--- src/rtl/pchk_lock.sv ---
module pchk_lock #(
  parameter int unsigned LOCK_RUN = 58,
  parameter int unsigned WIN_LEN  = 64,
  parameter int unsigned LOSS_CNT = 16
) (
  input  logic clk,
  input  logic rst_n,
  input  logic rx_valid,
  input  logic mismatch,
  output logic in_sync,
  output logic lock_evt,
  output logic loss_evt
);
  localparam int unsigned RUN_W  = $clog2(LOCK_RUN + 1);
  localparam int unsigned WIN_W  = $clog2(WIN_LEN);
  localparam int unsigned BAD_W  = $clog2(LOSS_CNT + 1);

  logic [RUN_W-1:0] run;
  logic [WIN_W-1:0] win;
  logic [BAD_W-1:0] bad;
  logic             win_end;

  assign lock_evt = rx_valid & ~in_sync & ~mismatch & (run == RUN_W'(LOCK_RUN - 1));
  assign loss_evt = rx_valid &  in_sync &  mismatch & (bad == BAD_W'(LOSS_CNT - 1));
  assign win_end  = (win == WIN_W'(WIN_LEN - 1));

  always_ff @(posedge clk) begin
    if (!rst_n) begin
      in_sync <= 1'b0;
      run     <= '0;
      win     <= '0;
      bad     <= '0;
    end else if (rx_valid) begin
      if (!in_sync) begin
        win <= '0;
        bad <= '0;
        if (mismatch)      run <= '0;
        else if (lock_evt) begin
          run     <= '0;
          in_sync <= 1'b1;
        end else           run <= run + RUN_W'(1);
      end else begin
        run <= '0;
        if (loss_evt) begin
          in_sync <= 1'b0;
          win     <= '0;
          bad     <= '0;
        end else if (win_end) begin
          win <= '0;
          bad <= '0;
        end else begin
          win <= win + WIN_W'(1);
          bad <= bad + BAD_W'(mismatch);
        end
      end
    end
  end
endmodule

--- config.mk ---
export PLATFORM = sky130hd
export DESIGN_NAME = pchk_lock
export DESIGN_NICKNAME = d
export VERILOG_FILES = /design/src/rtl/pchk_lock.sv
export SDC_FILE = /design/constraint.sdc
export NUM_CORES = 1
export LEC_CHECK = 0
export BUFFER_PORTS_ARGS = -buffer_cell sky130_fd_sc_hd__buf_2
export CAP_MARGIN = 20
export CORE_MARGIN = 2
export CORE_UTILIZATION = 36
export CTS_CLUSTER_SIZE = 30
export DETAILED_ROUTE_END_ITERATION = 8
export PLACE_DENSITY_LB_ADDON = 0.12
export SYNTH_ARGS = -nofsm -noshare
export SYNTH_HDL_FRONTEND = slang
export SYNTH_SLANG_ARGS = --single-unit
--- constraint.sdc ---
create_clock -name clk -period 2.3 [get_ports clk]
set_clock_uncertainty 0.1 [all_clocks]
set_input_delay 0.345 -clock clk [delete_from_list [all_inputs] [get_ports clk]]
set_output_delay 0.345 -clock clk [all_outputs]
set_load 0.02 [all_outputs]
# Yosys cells after proc, flatten, opt, wreduce, memory -nomap -nowiden
# Index checks and enable logic that the tools add are counted.
[word_totals]
reg_bits = 18
out_inout_bits = 3
wordCells = 31
[classes]
add_sub_neg = 3
n_eq_ne = 3
n_mux = 13
n_bitwise = 8
[op_table]
columns = ["cell", "n"]
rows = [
  ["two-way mux 6 bit", 6],
  ["two-way mux 5 bit", 3],
  ["adder 6 x 1 -> 6 bit, second input constant", 2],
  ["== test 6 bit, second input constant", 2],
  ["bitwise AND 1 bit", 6],
  ["adder 5 x 1 -> 5 bit", 1],
  ["== test 5 x 4 -> 1 bit, second input constant", 1],
  ["two-way mux 1 bit", 4],
  ["inverter 1 bit", 2],
]

# Depth between registers and ports, before layout
[depth]
depth_word = 7
mapped_depth = 6
ltp_nobuf = 6

# Least setup slack after synthesis
# OpenSTA, ideal clock, no wires.
[synth_timing]
kind = "register -> output"
from = "register in_sync"
to = "output lock_evt"
arrival_ps = 1269
required_ps = 1855
path_slack_ps = 586
stages_incl_launch_ff = 3
n_path_buf = 0
cell_sequence = "dfxtp_1 -> or3b_4 -> nor4_4"
[synth_between]
elab_chain_len = 4
[synth_rtl]
columns = ["item", "line", "rtl"]
rows = [
  ["start: declaration", "10", "output logic in_sync,"],
  ["start signal: assignment", "29", "in_sync <= 1'b0;"],
  ["start signal: assignment", "40", "in_sync <= 1'b1;"],
  ["start signal: assignment", "45", "in_sync <= 1'b0;"],
  ["inverter 1 bit", "23", "assign lock_evt = rx_valid & ~in_sync & ~mismatch & (run == RUN_W'(LOCK_RUN - 1));"],
  ["bitwise AND 1 bit (3 in a row)", "23", ""],
  ["end: declaration", "11", "output logic lock_evt,"],
]
# Every way passes these cells.

# Worst setup path in the final report
# Ends and elaborated chain as after synthesis.

==> flow_summary.yaml <==
setup_path:
  rr_endpoint: "bad[1]"
  cp.arrival_ns: 1.62
  path_cells: "or3b_4, nor4_4, buf_2"
  end_kind: "output pin"
  critPathLaunch: "in_sync"
  critical_path.max_fanout: 7
  cp_slowest_cell: "or3b_4"
  r2r_setup_slack_ns: 0.72
  worstSetupStartpointType: "flop"
  critical_path_class: "flop to output pin"
  slowest_delay_ns: 0.44
  r2r_cells: 4
  worstPathRequired_ns: 1.86
  timing.rr.start: "win[0]"
cts:
  cts_hold_buffers: 0
  clkTransAtPathRegs_ns: 0.12
  cts_buffers: 3
  clk_path_buf_depth: 2
  cts_tree: "yes"
  cts_setup_buffers: 0
  cts_sinks: 18
  post_cts_resized: 0
  clockRootBuffer: "clkbuf_4"
  clock_latency_ns: 0.30
  cts_max_level: 1
sta:
  period_minus_slack_ns: 2.06
  hold-worst-slack_ns: 0.261
  fin_crit_sh_pct: 89.6
  rsz0062_at_grt: "no"
  setup_viol_count_final: 0
  hold_viol_final: 0
  maxSlewHeadroom_pct: 66.8
  tns_ns: 0
  max_freq_mhz: 485
  tightest_slew_ns: 0.497
  final_max_slew_viol_count: 0
pwr:
  seq_power_share_pct: 57.2
  ir_drop_v: 0.000219
  switching_share_pct: 23.4
  powerDensity_nw_per_um2: 522
  clockPowerShare_pct: 37.5
  total_leakage_power_uw: 0.000377
  combPwrFrac_pct: 5.3
  p_int_uw: 421
  power_uw: 550
  switching_power_uw: 129
route:
  wl_um: 1900
  drt-initial-drc-count: 6
  firstDrtPassIters: 4
  drtAntennaViolNets: 0
  vias: 783
  drt_drc_violations_left: 0
  wl_per_cell_um: 13.4
  avgViaCountPerCell: 5.51
place:
  port_buffers: 6
  dpl.hpwl_um: 1330
  place_area_um2: 1020
  routabilityCongestion: 0.763
synthesis:
  synth_area_um2: 983
  synth.area.top_cells: "dfxtp_1 (37%), a31oi_1 (6.4%), ha_1 (6.4%)"
  synth_cell_types: 39
  yosysMostFrequentCell: "dfxtp_1"
  yosys.area.top_type: "dfxtp_1"
  avgSynthCellArea_um2: 9.19
  synth-seq-cells: 18
  synth_edf_count: 0
  synth_cells: 107
  synth_flop_cell: "dfxtp_1"
  async_flop_share_pct: 0
  synth-seq-area-share_pct: 36.6
  yosysTopAreaCellShare_pct: 36.6
  syn_nets: 116
  ys_top_cells_by_count: "dfxtp_1 (18), a31oi_1 (10), nand2_1 (8)"
  yosys_warnings: 0
floorplanning:
  dieArea_um2: 3170
  coreArea_um2: 2520
  rows: 18
  die_h_um: 56.3
  die_w_um: 56.3
  start_util_pct: 39.0
  ioPinCount: 7
final_layout:
  final_core_util_pct: 41.8
  nFillCells: 268
  finalNetCount: 122
  drive_above_1_share_pct: 15.2
  multi_input_area_um2: 578
  seqCellArea_um2: 360
  diodes: 0
  syn2layout_area_growth_pct: 7.12
  design_area_um2: 1050
worst_hold_path:
  holdPathStages: 2
  min_to: "run[3]"
  hold_path_startpoint: "rx_valid"
  hold_path.class: "primary input to flop"
global_routing:
  antenna_found_initial: 0
  grt_start_max_net_pins: 17
  grt_pass1_wl_um: 3420
  grt_pass1_vias: 759
  track_usage_pct: 13.4
  grt_overflow_total: 0
status:
  status: "finished, final reports clean"
run:
  drv_cap: 0
## critical path: cells and delay by family (launching register included)
kind / cells / cell delay, ns
flip-flops: 1 / 0.39
AND/OR/NAND/NOR: 2 / 0.71
buffers and inverters: 1 / 0.21
## flip-flops by register name, summed over array words and instances, names as in the netlist
register,count
in_sync,1
bad,5
run,6
win,6
## layout by cell type (no fill, tap or decap), types with 2 or more instances in the layout
cell type and count:
clkbuf_4 3, nand4_1 3, dfxtp_1 18, buf_2 6, nand4b_1 2, inv_1 3, a32o_1 2, nand3_1 7
o21ai_0 2, and2_1 2, nand2_1 8, ha_1 5, nand3b_1 3, o21a_1 2, o22ai_1 2, nor2_1 4
nand2b_1 4, o21ai_1 3, and3_1 2, a31oi_1 10, a21oi_1 3
## power by group through the flow
stage | logic [µW] | registers (µW) | clock network, µW
after detailed placement | 29.8 | 322 | 0
after floorplan | 21.5 | 321 | 0
final | 29.2 | 315 | 206
after CTS | 29.9 | 315 | 211
after global placement | 29.2 | 322 | 0
after global routing | 33.8 | 315 | 221
## metal layers
metal / up-vias / share of wire [%] / track usage, %
met3: 2 / 1.6 / 2.76
met4: 0 / 0.79 / 5.10
met5: - / 0 / 0
met1: 359 / 51 / 18.1
li1: 419 / - / -
met2: 3 / 46 / 20.8
## how the worst max path moves through the flow
stage / cells after the start / slack [ns] / endpoint
4_1_cts: 3 / 0.23 / lock_evt
6_report: 3 / 0.24 / lock_evt
5_1_grt: 3 / 0.18 / lock_evt
3_5_place_dp: 4 / 0.41 / lock_evt
2_1_floorplan: 2 / 0.59 / lock_evt
3_3_place_gp: 4 / 0.43 / lock_evt
## kinds of logic after synthesis
group / Yosys count / synth area share [%]
DFF: 18 / 36.6
and+or+nand+nor: 43 / 27.6
AOI/OAI and AO/OA: 32 / 23.8
muxes: 1 / 1.02
buffers and inverters: 8 / 4.58
adders and majority gates: 5 / 6.36
## area by class of cell
| cell class | instances | share of cell area [%] |
|---|---|---|
| well taps | 30 | 3.56 |
| clock buffers | 4 | 3.44 |
| multi-input cells | 81 | 54.9 |
| flip-flops and latches | 18 | 34.2 |
| inverters | 3 | 1.07 |
| repair buffers | 6 | 2.85 |
## stage by stage
| step | std cells | setup WS, ns |
|---|---|---|
| final | 142 | 0.239 |
| after global routing | 142 | 0.176 |
| after CTS | 142 | 0.233 |
| after detailed placement | 138 | 0.408 |
| after global placement | 138 | 0.432 |
| after floorplan | 107 | 0.586 |
(Power assumes the default switching activity.)
